**config.mk**
```make
export PLATFORM = sky130hd
export DESIGN_NAME = sio_autogap
export DESIGN_NICKNAME = d
export VERILOG_FILES = /design/src/rtl/sio_pkg.sv /design/src/rtl/sio_cfg.sv /design/src/rtl/sio_ext_edge.sv /design/src/rtl/sio_shift.sv /design/src/rtl/sio_seq.sv /design/src/rtl/sio_autogap.sv
export SDC_FILE = /design/constraint.sdc
export NUM_CORES = 1
export LEC_CHECK = 0
export ABC_CLOCK_PERIOD_IN_PS = 6500
export CORE_ASPECT_RATIO = 0.5
export CORE_UTILIZATION = 55
export CTS_CLUSTER_DIAMETER = 100
export CTS_CLUSTER_SIZE = 24
export DETAILED_ROUTE_END_ITERATION = 10
export DONT_BUFFER_PORTS = 1
export HOLD_SLACK_MARGIN = 0.1
export MAX_ROUTING_LAYER = met4
export PLACE_DENSITY = 0.79
export SLEW_MARGIN = 5
export SYNTH_ARGS = -nofsm -noshare
export SYNTH_HDL_FRONTEND = slang
export SYNTH_HIERARCHICAL = 1
export SYNTH_SLANG_ARGS = --single-unit
```
**constraint.sdc**
```tcl
create_clock -name clk -period 6.5 [get_ports clk]
set_input_delay 0.975 -clock clk [delete_from_list [all_inputs] [get_ports clk]]
set_output_delay 0.975 -clock clk [all_outputs]
set_load 0.01 [all_outputs]
```
**src/rtl/sio_pkg.sv**
```systemverilog
package sio_pkg;
    // Bits in one serial word.
    localparam int DATA_W = 8;
    // Control word width: clock source, divider code, gap code.
    localparam int CTL_W  = 9;
    localparam int GAP_LSB = 0;
    localparam int GAP_W   = 5;
    localparam int DIV_LSB = 5;
    localparam int DIV_W   = 3;
    localparam int EXT_BIT = 8;

    // Sequencer states.
    typedef enum logic [2:0] {
        S_IDLE  = 3'd0,
        S_FETCH = 3'd1,
        S_LOW   = 3'd2,
        S_HIGH  = 3'd3,
        S_GAP   = 3'd4,
        S_XRUN  = 3'd5
    } seq_state_t;
endpackage

```
**src/rtl/sio_cfg.sv**
```systemverilog
// sio_cfg: holds the control and length registers and decodes them into
// the half-period and gap lengths in system cycles.
// Assumes: busy comes from the sequencer; writes that arrive while it is
// high are dropped, so the decoded values stay put for a whole block.
module sio_cfg
    import sio_pkg::*;
#(
    parameter int LEN_W = 8,
    parameter int TMR_W = 10
) (
    input  logic             clk,
    input  logic             rst_n,
    input  logic             ctl_we,
    input  logic [CTL_W-1:0] ctl_wdata,
    input  logic             len_we,
    input  logic [LEN_W-1:0] len_wdata,
    input  logic             busy,
    output logic             ext_mode,
    output logic [TMR_W-1:0] half_cyc,
    output logic [TMR_W-1:0] gap_cyc,
    output logic [LEN_W-1:0] last_idx
);
    logic [CTL_W-1:0] ctl_q;
    logic [LEN_W-1:0] len_q;
    logic [1:0]       rate_sel;
    logic [2:0]       gap_sh;

    // Register writes, accepted only while no block is running.
    always_ff @(posedge clk) begin
        if (!rst_n) begin
            ctl_q <= '0;
            len_q <= '0;
        end else begin
            if (ctl_we && !busy) ctl_q <= ctl_wdata;
            if (len_we && !busy) len_q <= len_wdata;
        end
    end

    // Divider code to shift amount; unknown codes fall to the slowest rate.
    always_comb begin
        case (ctl_q[DIV_LSB +: DIV_W])
            3'b000:  rate_sel = 2'd0;
            3'b001:  rate_sel = 2'd1;
            default: rate_sel = 2'd2;
        endcase
        gap_sh   = {1'b0, rate_sel} + 3'd2;
        half_cyc = TMR_W'(2) << rate_sel;
        gap_cyc  = (TMR_W'(ctl_q[GAP_LSB +: GAP_W]) + TMR_W'(2)) << gap_sh;
    end

    assign ext_mode = ctl_q[EXT_BIT];
    assign last_idx = len_q;

    AST_CFG_HELD_BUSY: assert property (@(posedge clk) disable iff (!rst_n)
        (busy && $past(busy)) |-> ($stable(ctl_q) && $stable(len_q)));
endmodule

```
**src/rtl/sio_ext_edge.sv**
```systemverilog
// sio_ext_edge: brings the outside serial clock into the system clock
// domain and marks its rising and falling edges with one-cycle pulses.
// Assumes: each outside clock level lasts several system cycles.
module sio_ext_edge (
    input  logic clk,
    input  logic rst_n,
    input  logic sclk_in,
    output logic ext_rise,
    output logic ext_fall
);
    logic [2:0] sync_q;

    // Two-flop synchronizer plus one flop of history, reset to idle-high.
    always_ff @(posedge clk) begin
        if (!rst_n) sync_q <= 3'b111;
        else        sync_q <= {sync_q[1:0], sclk_in};
    end

    assign ext_rise = sync_q[1] & ~sync_q[2];
    assign ext_fall = ~sync_q[1] & sync_q[2];
endmodule

```
**src/rtl/sio_shift.sv**
```systemverilog
// sio_shift: the transmit and receive shift registers. A load or shift
// pulse marks a falling serial edge; a rise pulse marks a sampling edge.
// Assumes: the pulses come from the sequencer and never overlap.
module sio_shift
    import sio_pkg::*;
(
    input  logic              clk,
    input  logic              rst_n,
    input  logic              ld_fall,
    input  logic              sh_fall,
    input  logic              rise,
    input  logic [DATA_W-1:0] ld_data,
    input  logic              sin,
    output logic              sout,
    output logic [DATA_W-1:0] rx_next
);
    logic [DATA_W-2:0] tx_sr;
    logic [DATA_W-1:0] rx_sr;

    // Drive the next outgoing bit on each falling edge, bit 0 first.
    always_ff @(posedge clk) begin
        if (!rst_n) begin
            sout  <= 1'b1;
            tx_sr <= '0;
        end else if (ld_fall) begin
            sout  <= ld_data[0];
            tx_sr <= ld_data[DATA_W-1:1];
        end else if (sh_fall) begin
            sout  <= tx_sr[0];
            tx_sr <= {1'b0, tx_sr[DATA_W-2:1]};
        end
    end

    // Shift the sampled input bit in from the top on each rising edge.
    always_ff @(posedge clk) begin
        if (!rst_n)    rx_sr <= '0;
        else if (rise) rx_sr <= rx_next;
    end

    assign rx_next = {sin, rx_sr[DATA_W-1:1]};

    AST_SOUT_ONLY_ON_FALL: assert property (@(posedge clk) disable iff (!rst_n)
        (!ld_fall && !sh_fall) |=> $stable(sout));
endmodule

```
**src/rtl/sio_seq.sv**
```systemverilog
// sio_seq: the block sequencer. It fetches outgoing bytes, produces the
// internal serial clock with its low, high and gap phases, follows outside
// edges in external mode, and presents received bytes and the end pulse.
// Assumes: configuration inputs stay constant while busy is high.
module sio_seq
    import sio_pkg::*;
#(
    parameter int LEN_W = 8,
    parameter int TMR_W = 10
) (
    input  logic              clk,
    input  logic              rst_n,
    input  logic              start,
    input  logic              ext_mode,
    input  logic [TMR_W-1:0]  half_cyc,
    input  logic [TMR_W-1:0]  gap_cyc,
    input  logic [LEN_W-1:0]  last_idx,
    input  logic              ext_rise,
    input  logic              ext_fall,
    input  logic              tx_ack,
    input  logic [DATA_W-1:0] tx_data,
    input  logic              rx_ready,
    input  logic [DATA_W-1:0] rx_next,
    output logic              busy,
    output logic              sclk_q,
    output logic              ld_fall,
    output logic              sh_fall,
    output logic              rise,
    output logic              tx_req,
    output logic [DATA_W-1:0] hold_q,
    output logic              rx_valid,
    output logic [DATA_W-1:0] rx_data,
    output logic              done
);
    localparam int BIT_W = $clog2(DATA_W);
    localparam int REM_W = LEN_W + 1;

    seq_state_t       state;
    logic [TMR_W-1:0] tmr;
    logic [BIT_W-1:0] bitn;
    logic [REM_W-1:0] rem;
    logic             hold_vld;
    logic             phase_end;
    logic             gap_end;
    logic             last_bit;
    logic             blk_end;

    // Edge decisions for the current cycle.
    always_comb begin
        phase_end = (tmr == half_cyc - TMR_W'(1));
        gap_end   = (tmr >= gap_cyc - TMR_W'(1));
        ld_fall   = 1'b0;
        sh_fall   = 1'b0;
        rise      = 1'b0;
        case (state)
            S_FETCH: ld_fall = hold_vld;
            S_LOW:   rise    = phase_end;
            S_HIGH:  sh_fall = phase_end;
            S_GAP:   ld_fall = gap_end && hold_vld;
            S_XRUN: begin
                rise    = ext_rise;
                ld_fall = ext_fall && (bitn == '0);
                sh_fall = ext_fall && (bitn != '0);
            end
            default: ;
        endcase
        last_bit = rise && (bitn == BIT_W'(DATA_W - 1));
        blk_end  = last_bit && (rem == '0);
    end

    assign busy   = (state != S_IDLE);
    assign tx_req = busy && (rem != '0) && !hold_vld;

    // State, phase timer, bit and byte counters, serial clock level.
    always_ff @(posedge clk) begin
        if (!rst_n) begin
            state  <= S_IDLE;
            tmr    <= '0;
            bitn   <= '0;
            rem    <= '0;
            sclk_q <= 1'b1;
        end else begin
            if (ld_fall) rem <= rem - REM_W'(1);
            if (rise)    bitn <= bitn + BIT_W'(1);
            case (state)
                S_IDLE: begin
                    sclk_q <= 1'b1;
                    if (start) begin
                        rem   <= REM_W'(last_idx) + REM_W'(1);
                        bitn  <= '0;
                        tmr   <= '0;
                        state <= ext_mode ? S_XRUN : S_FETCH;
                    end
                end
                S_FETCH: begin
                    if (ld_fall) begin
                        sclk_q <= 1'b0;
                        tmr    <= '0;
                        state  <= S_LOW;
                    end
                end
                S_LOW: begin
                    if (rise) begin
                        sclk_q <= 1'b1;
                        tmr    <= '0;
                        if (!last_bit)    state <= S_HIGH;
                        else if (blk_end) state <= S_IDLE;
                        else              state <= S_GAP;
                    end else begin
                        tmr <= tmr + TMR_W'(1);
                    end
                end
                S_HIGH: begin
                    if (sh_fall) begin
                        sclk_q <= 1'b0;
                        tmr    <= '0;
                        state  <= S_LOW;
                    end else begin
                        tmr <= tmr + TMR_W'(1);
                    end
                end
                S_GAP: begin
                    if (ld_fall) begin
                        sclk_q <= 1'b0;
                        tmr    <= '0;
                        state  <= S_LOW;
                    end else if (!gap_end) begin
                        tmr <= tmr + TMR_W'(1);
                    end
                end
                S_XRUN: begin
                    if (blk_end) state <= S_IDLE;
                end
                default: state <= S_IDLE;
            endcase
        end
    end

    // Holding register for the next outgoing byte; a new fetch wins.
    always_ff @(posedge clk) begin
        if (!rst_n) begin
            hold_vld <= 1'b0;
            hold_q   <= '0;
        end else begin
            if (ld_fall) hold_vld <= 1'b0;
            if (tx_req && tx_ack) begin
                hold_vld <= 1'b1;
                hold_q   <= tx_data;
            end
        end
    end

    // Received-byte output and the end-of-block pulse.
    always_ff @(posedge clk) begin
        if (!rst_n) begin
            rx_valid <= 1'b0;
            rx_data  <= '0;
            done     <= 1'b0;
        end else begin
            done <= blk_end;
            if (last_bit) begin
                rx_valid <= 1'b1;
                rx_data  <= rx_next;
            end else if (rx_ready) begin
                rx_valid <= 1'b0;
            end
        end
    end

    AST_IDLE_SCLK_HIGH: assert property (@(posedge clk) disable iff (!rst_n)
        (state == S_IDLE) |-> sclk_q);
    AST_DONE_ONE_CYCLE: assert property (@(posedge clk) disable iff (!rst_n)
        done |=> !done);
    AST_LOW_HALF_SPAN: assert property (@(posedge clk) disable iff (!rst_n)
        ($rose(sclk_q) && !ext_mode) |-> ($past(tmr) == half_cyc - TMR_W'(1)));
    AST_GAP_SPAN: assert property (@(posedge clk) disable iff (!rst_n)
        ($fell(sclk_q) && $past(state) == S_GAP) |-> ($past(tmr) >= gap_cyc - TMR_W'(1)));
    AST_REQ_DROPS_AFTER_ACK: assert property (@(posedge clk) disable iff (!rst_n)
        (tx_req && tx_ack) |=> !tx_req);
endmodule

```
**src/rtl/sio_autogap.sv**
```systemverilog
// sio_autogap: synchronous serial transmit/receive port with a programmable
// idle gap between bytes of a block. It ties the register bank, the
// external-edge detector, the sequencer and the shift registers together.
// Assumes: sclk_in is used only when the control word selects it.
module sio_autogap
    import sio_pkg::*;
#(
    parameter int LEN_W = 8,
    parameter int TMR_W = 10
) (
    input  logic              clk,
    input  logic              rst_n,
    input  logic              ctl_we,
    input  logic [CTL_W-1:0]  ctl_wdata,
    input  logic              len_we,
    input  logic [LEN_W-1:0]  len_wdata,
    input  logic              start,
    output logic              busy,
    output logic              done,
    output logic              tx_req,
    input  logic              tx_ack,
    input  logic [DATA_W-1:0] tx_data,
    output logic              rx_valid,
    input  logic              rx_ready,
    output logic [DATA_W-1:0] rx_data,
    output logic              sout,
    input  logic              sin,
    output logic              sclk_out,
    output logic              sclk_oe,
    input  logic              sclk_in
);
    logic              ext_mode;
    logic [TMR_W-1:0]  half_cyc;
    logic [TMR_W-1:0]  gap_cyc;
    logic [LEN_W-1:0]  last_idx;
    logic              ext_rise;
    logic              ext_fall;
    logic              ld_fall;
    logic              sh_fall;
    logic              rise;
    logic [DATA_W-1:0] hold_q;
    logic [DATA_W-1:0] rx_next;
    logic              sclk_q;

    sio_cfg #(.LEN_W(LEN_W), .TMR_W(TMR_W)) u_cfg (
        .clk(clk), .rst_n(rst_n),
        .ctl_we(ctl_we), .ctl_wdata(ctl_wdata),
        .len_we(len_we), .len_wdata(len_wdata),
        .busy(busy),
        .ext_mode(ext_mode), .half_cyc(half_cyc),
        .gap_cyc(gap_cyc), .last_idx(last_idx)
    );

    sio_ext_edge u_edge (
        .clk(clk), .rst_n(rst_n), .sclk_in(sclk_in),
        .ext_rise(ext_rise), .ext_fall(ext_fall)
    );

    sio_seq #(.LEN_W(LEN_W), .TMR_W(TMR_W)) u_seq (
        .clk(clk), .rst_n(rst_n), .start(start),
        .ext_mode(ext_mode), .half_cyc(half_cyc),
        .gap_cyc(gap_cyc), .last_idx(last_idx),
        .ext_rise(ext_rise), .ext_fall(ext_fall),
        .tx_ack(tx_ack), .tx_data(tx_data),
        .rx_ready(rx_ready), .rx_next(rx_next),
        .busy(busy), .sclk_q(sclk_q),
        .ld_fall(ld_fall), .sh_fall(sh_fall), .rise(rise),
        .tx_req(tx_req), .hold_q(hold_q),
        .rx_valid(rx_valid), .rx_data(rx_data), .done(done)
    );

    sio_shift u_shift (
        .clk(clk), .rst_n(rst_n),
        .ld_fall(ld_fall), .sh_fall(sh_fall), .rise(rise),
        .ld_data(hold_q), .sin(sin),
        .sout(sout), .rx_next(rx_next)
    );

    assign sclk_out = sclk_q;
    assign sclk_oe  = !ext_mode;
endmodule

```
== Word-level counts from Yosys, hierarchy flattened ==
Cells that the tools add are included.
Storage, ports and cells
  logic and storage cells: 112
  flip-flop bits (word level): 81
  output and inout port bits: 15
  input port bits: 34
Cells by class
  mux-type cells: 37
  shift-type cells: 2
  bitwise operators: 4
  add/subtract/negate cells: 8
  eq/ne operators: 15
  reductions and logical operators: 29
  $lt $le $gt $ge: 1
Operators by type and width (number)
  2-to-1 mux 10 bit: 6
  case mux 10 bit (5 select lines): 1
  2-to-1 mux 3 bit: 11
  2-to-1 mux 9 bit: 3
  subtractor 10 x 1 -> 10 bit (second input constant): 2
  case mux 3 bit (5 select lines): 1
  2-to-1 mux 7 bit: 2
  adder 10 x 1 -> 10 bit (second input constant): 1
  == test 10 bit: 1
  >= comparator 10 bit: 1
  logical AND 1 bit: 10
  << shifter 10 x 3 -> 10 bit: 1
  << shifter 2 x 2 -> 10 bit (first input constant): 1
  adder 8 x 1 -> 9 bit (second input constant): 1
  == test 3 bit (second input constant): 3
  zero test 3 bit: 3
  zero test 9 bit: 1
  nonzero test 9 bit: 1
  subtractor 9 x 1 -> 9 bit (second input constant): 1
  2-to-1 mux 1 bit: 8
  inequality test 2 bit (second input constant): 4
  AND reduction 4 bit: 2
  adder 5 x 2 -> 6 bit (second input constant): 1
  == test 3 x 1 -> 1 bit (second input constant): 2
  18 further kinds: 28

== Longest topological paths before layout ==
  depth in word-level cells: 12
  gate-level depth with buffers: 18
  gate-level depth less buffers: 17

== Cells and area by module ==
The synthesis kept the hierarchy.
By module, submodules not included
  sio_seq: cells an instance 416, instances 1, seq. area each 900.9 um^2, area each 3333.2 um^2
  sio_cfg: cells an instance 116, instances 1, seq. area each 340.3 um^2, area each 975.9 um^2
  sio_shift: cells an instance 60, instances 1, seq. area each 300.3 um^2, area each 651.9 um^2
  sio_ext_edge: cells an instance 8, instances 1, seq. area each 60.1 um^2, area each 91.3 um^2
  sio_autogap: cells an instance 1, instances 1, seq. area each 0.0 um^2, area each 3.8 um^2

== Worst setup path after synthesis ==
Ideal clock, no wire load.
  path type: reg2reg
  start point: register u_cfg.ctl_q[1]
  end point: register u_shift.tx_sr[6]
  cell stages (with the launch flop): 18
  arrival: 3.515 ns
  required time: 6.434 ns
  buffers on the path: 1
  period minus slack after synthesis: 3.581 ns
  setup slack: 2.919 ns
  library setup time: 0.066 ns
  cell sequence: dfxtp_1 -> ha_1 -> xor2_1 -> nor2_1 -> o22ai_1 -> or4_1 -> nor4_1 -> xnor2_1 -> ha_1 -> a211oi_1 -> o211ai_1 -> nand3_1 -> o21ai_4 -> nor2_1 -> inv_1 -> buf_6 -> or3b_4 -> a21oi_2
On the way
  longest elaborated chain between the ends: 7
  elaborated cells on any way between the ends: 8
  classes of those cells: add/sub: 2; order compare: 1; shift: 1; mux: 2; reduce/logical: 2
RTL lines
  from (decl): line sio_cfg.sv:23  | logic [CTL_W-1:0] ctl_q;
  from (signal assigned): line sio_cfg.sv:34  | if (ctl_we && !busy) ctl_q <= ctl_wdata;
  adder 5 x 2 -> 6 bit (*): line sio_cfg.sv:48  | gap_cyc = (TMR_W'(ctl_q[GAP_LSB +: GAP_W]) + TMR_W'(2)) << gap_sh;
  << shifter 10 x 3 -> 10 bit (*): line sio_cfg.sv:48
  via gap_cyc[5]: line sio_autogap.sv:34  | logic [TMR_W-1:0] gap_cyc;
  subtractor 10 x 1 -> 10 bit (*): line sio_seq.sv:51  | gap_end = (tmr >= gap_cyc - TMR_W'(1));
  >= comparator 10 bit (*): line sio_seq.sv:51
  logical AND 1 bit (*): line sio_seq.sv:59  | S_GAP: ld_fall = gap_end && hold_vld;
  case mux 1 bit (3 select lines) (*): line sio_seq.sv:55  | case (state)
  via ld_fall: line sio_autogap.sv:38  | logic ld_fall;
  2-to-1 mux 7 bit / nonzero test 2 bit (equally long branches)
  to (signal assigned): line sio_shift.sv:27  | tx_sr <= ld_data[DATA_W-1:1];
  to (signal assigned): line sio_shift.sv:30  | tx_sr <= {1'b0, tx_sr[DATA_W-2:1]};
  to (decl): line sio_shift.sv:17  | logic [DATA_W-2:0] tx_sr;
Mark *: on every way through the listed nets, which the timed path passes. The rest lies on a longest branch.
A chain may end at the register's enable or synchronous reset.

== Worst setup path in the final report ==
  start point: register u_cfg.ctl_q[1]
  end point: register u_shift.tx_sr[2]
Same word-level chain as after synthesis.

==> impl_metrics.json <==
{
  "fp-row-count": 24,
  "synthArstFlopShare_pct": 0,
  "postCtsSetupRepairBufs": 0,
  "final-hold-violation-count": 0,
  "cts.path.max_buffers": 2,
  "first_global_vias": 3756,
  "slowest_stage": "or4_1",
  "io_pins": 49,
  "clock_skew_ns": 0.00481,
  "status": "finished clean",
  "seq_area_frac_synth_pct": 31.7,
  "fmax_ghz": 0.241,
  "cp_cell_sequence": "ha_1 -> xor2_1 -> nor2_1 -> o22ai_1 -> or4_1 -> nor3_1 -> nand2_1 -> xor2_1 -> ha_1 -> nand4_1 -> nor2_1 -> nand3_1 -> o21ai_4 -> nor2_1 -> inv_1 -> inv_1 -> a211oi_1",
  "reg2reg_slack_ns": 2.35,
  "die_w_um": 138,
  "crit_required_ns": 6.75,
  "p_per_area_nw_per_um2": 247,
  "p_total_mw": 1.31,
  "min_to": "u_edge/sync_q[1]",
  "period_needed_ns": 4.15,
  "first_pass_iters": 5,
  "synth_ff_type": "dfxtp_1",
  "grt_util_all_layers_pct": 24.1,
  "fin_nets": 630,
  "vdd.ir_drop.worst_uv": 185,
  "syn_avg_cell_area_um2": 8.41,
  "core_region_area_um2": 8800,
  "grt_antenna_before_repair": 0,
  "crit_path_end_kind": "flip-flop",
  "ys_warn_count": 6,
  "multi_input_area_um2": 3120,
  "hp-start": "u_edge/sync_q[0]",
  "min_path_type": "flip-flop to flip-flop",
  "fillers": 770,
  "synthCells": 601,
  "antenna_cells": 0,
  "synth_area_um2": 5060,
  "regArea_um2": 1600,
  "viasPerCell": 6.03,
  "drtIter0Drc": 366,
  "yosysUniqueCellTypes": 74,
  "layout.cells.non_filler": 699,
  "cts_tree": "done",
  "cpPeakStageDelay_ns": 0.59,
  "globalRoute.totalOverflow": 0,
  "drive_gt1_share_pct": 9.11,
  "start_util_pct": 57.5,
  "cp.arrival_ns": 4.40,
  "cts_sinks": 80,
  "drt-wirelength-per-cell_um": 15.3,
  "cts_buffers": 9,
  "r2r-start": "u_cfg/ctl_q[1]",
  "grt_start_max_net_pins": 78,
  "tns_ns": 0,
  "rsz0062_at_grt": "no",
  "holdPathStages": 1,
  "critPathTopFamily": "simple AND/OR/NAND/NOR gates",
  "worst_r2r_endpoint": "u_shift/tx_sr[2]",
  "start_kind": "flip-flop",
  "via_count": 4213,
  "cpMostUsedCell": "nor2_1",
  "hpwl_um": 7410,
  "maxSlewViolCount": 0,
  "postRouteWirelength_um": 10700,
  "synth_edf_count": 0,
  "dp_cells": 683,
  "die_h_um": 69.8,
  "leakagePower_nw": 1.86,
  "htree_levels": 3,
  "grt_pass1_wl_um": 17700,
  "port_buffers": 0,
  "cp_max_fo": 17,
  "maxCapViolations": 0,
  "clk_pin_slew_ns": 0.06,
  "relSlewSlack_pct": 35.1,
  "antenna_left": 0,
  "fin_crit_sh_pct": 63.9,
  "ys_seq_elements": 80,
  "r2r.worst_path.cells": 17,
  "crit_type": "flip-flop to flip-flop",
  "drc": 0,
  "cts_hold_buffers": 0,
  "setup_viol": 0,
  "syn_to_final_growth_pct": 4.60,
  "crit_buf_inv": 2,
  "worst_pin_slew_ns": 0.967,
  "finalWeightedCongestion": 0.915,
  "worstSkewPairLatency_ns": 0.34,
  "dieArea_um2": 9600,
  "cts_root_buffer": "clkbuf_16",
  "cts_resized": 0
}
[where the power goes]
part           internal (mW)  switching, mW  leakage [nW]
registers              0.514         0.0308         0.650
clock network          0.349          0.204         0.159
logic                 0.0817          0.128          1.05
[cell families after synthesis]
logic type / synth area share (%)
and+or+nand+nor: 28.9
AOI/OAI and AO/OA: 15.0
DFF: 31.7
buffers and inverters: 7.30
xor gates and xnor gates: 7.82
muxes: 4.55
adders and majority gates: 4.70
other: 0.0742
[worst max path at each step]
stage / startpoint / end / slack, ns / cells past startpoint
6_report: u_cfg/ctl_q[1] / u_shift/tx_sr[2] / 2.35 / 17
5_1_grt: u_cfg/ctl_q[1] / u_shift/tx_sr[2] / 2.04 / 17
4_1_cts: u_cfg/ctl_q[1] / u_shift/tx_sr[2] / 2.40 / 17
3_5_place_dp: u_cfg/ctl_q[1] / u_shift/tx_sr[2] / 2.46 / 17
3_3_place_gp: u_cfg/ctl_q[1] / u_seq/tmr[0] / 2.59 / 16
2_1_floorplan: u_cfg/ctl_q[1] / u_shift/tx_sr[6] / 2.92 / 17
[layout make-up]
cell class	instances	share of cell area, %
Multi-Input combinational cell	461	58.9
Sequential cell	80	30.3
Clock buffer	10	4.52
Tap cell	117	2.77
Inverter	25	1.82
Clock inverter	6	1.70
[cells in the mapped netlist, types with 18 or more instances]
| library cell | n | area, um^2 |
|---|---|---|
| a21oi_1 | 24 | 120 |
| inv_1 | 22 | 82.6 |
| dfxtp_1 | 80 | 1600 |
| xor2_1 | 19 | 166 |
| mux2i_1 | 23 | 230 |
| ha_1 | 19 | 238 |
| nand3_1 | 36 | 180 |
| xnor2_1 | 23 | 201 |
| nand2_1 | 44 | 165 |
| nand4_1 | 29 | 181 |
| nor2b_1 | 18 | 113 |
| nor2_1 | 36 | 135 |
| o21ai_0 | 26 | 130 |
[stage by stage]
| step | cell area (um^2) | hold WS, ns | utilization, % | setup WS [ns] |
|---|---|---|---|---|
| 6_report | 5290 | 0.415 | 60.1 | 2.35 |
| 5_1_grt | 5290 | 0.457 | 60.1 | 2.04 |
| 4_1_cts | 5290 | 0.419 | 60.1 | 2.40 |
| 3_5_place_dp | 4960 | 0.409 | 56.4 | 2.46 |
| 3_3_place_gp | 4960 | 0.407 | 56.4 | 2.59 |
| 2_1_floorplan | 5090 | 0.386 | - | 2.92 |
[placed cells by master (no fill, tap or decap), drive strengths merged, types with 10 or more instances in the layout]
| master | netlist | layout |
|---|---|---|
| a21oi | 26 | 26 |
| nor3 | 17 | 17 |
| nand4 | 29 | 29 |
| xor2 | 19 | 19 |
| ha | 19 | 19 |
| nor2b | 24 | 24 |
| inv | 24 | 26 |
| xnor2 | 24 | 24 |
| nand2b | 10 | 10 |
| dfxtp | 80 | 80 |
| nor2 | 47 | 47 |
| clkbuf | 15 | 10 |
| nand3 | 36 | 36 |
| a21boi | 10 | 10 |
| mux2i | 23 | 23 |
| o21ai | 34 | 34 |
| nand2 | 45 | 45 |
[layer usage]
metal | wire, um | vias up | track usage, %
met4 | 146 | 0 | 6.11
met1 | 5250 | 1980 | 32.0
li1 | - | 2092 | -
met2 | 4710 | 125 | 35.8
met3 | 584 | 16 | 6.65
met5 | 0 | - | -
[sequential cells by signal, summed over array words and instances (netlist names)]
| signal | count |
|---|---|
| u_cfg/ctl_q | 9 |
| u_cfg/last_idx | 8 |
| u_edge/sync_q | 3 |
| u_seq/bitn | 3 |
| u_seq/done | 1 |
| u_seq/hold_q | 8 |
| u_seq/hold_vld | 1 |
| u_seq/rem | 9 |
| u_seq/rx_data | 8 |
| u_seq/rx_valid | 1 |
| u_seq/sclk_q | 1 |
| u_seq/state | 3 |
| u_seq/tmr | 10 |
| u_shift/rx_sr | 7 |
| u_shift/sout | 1 |
| u_shift/tx_sr | 7 |
Note: power is estimated with default switching activity, not from simulation.
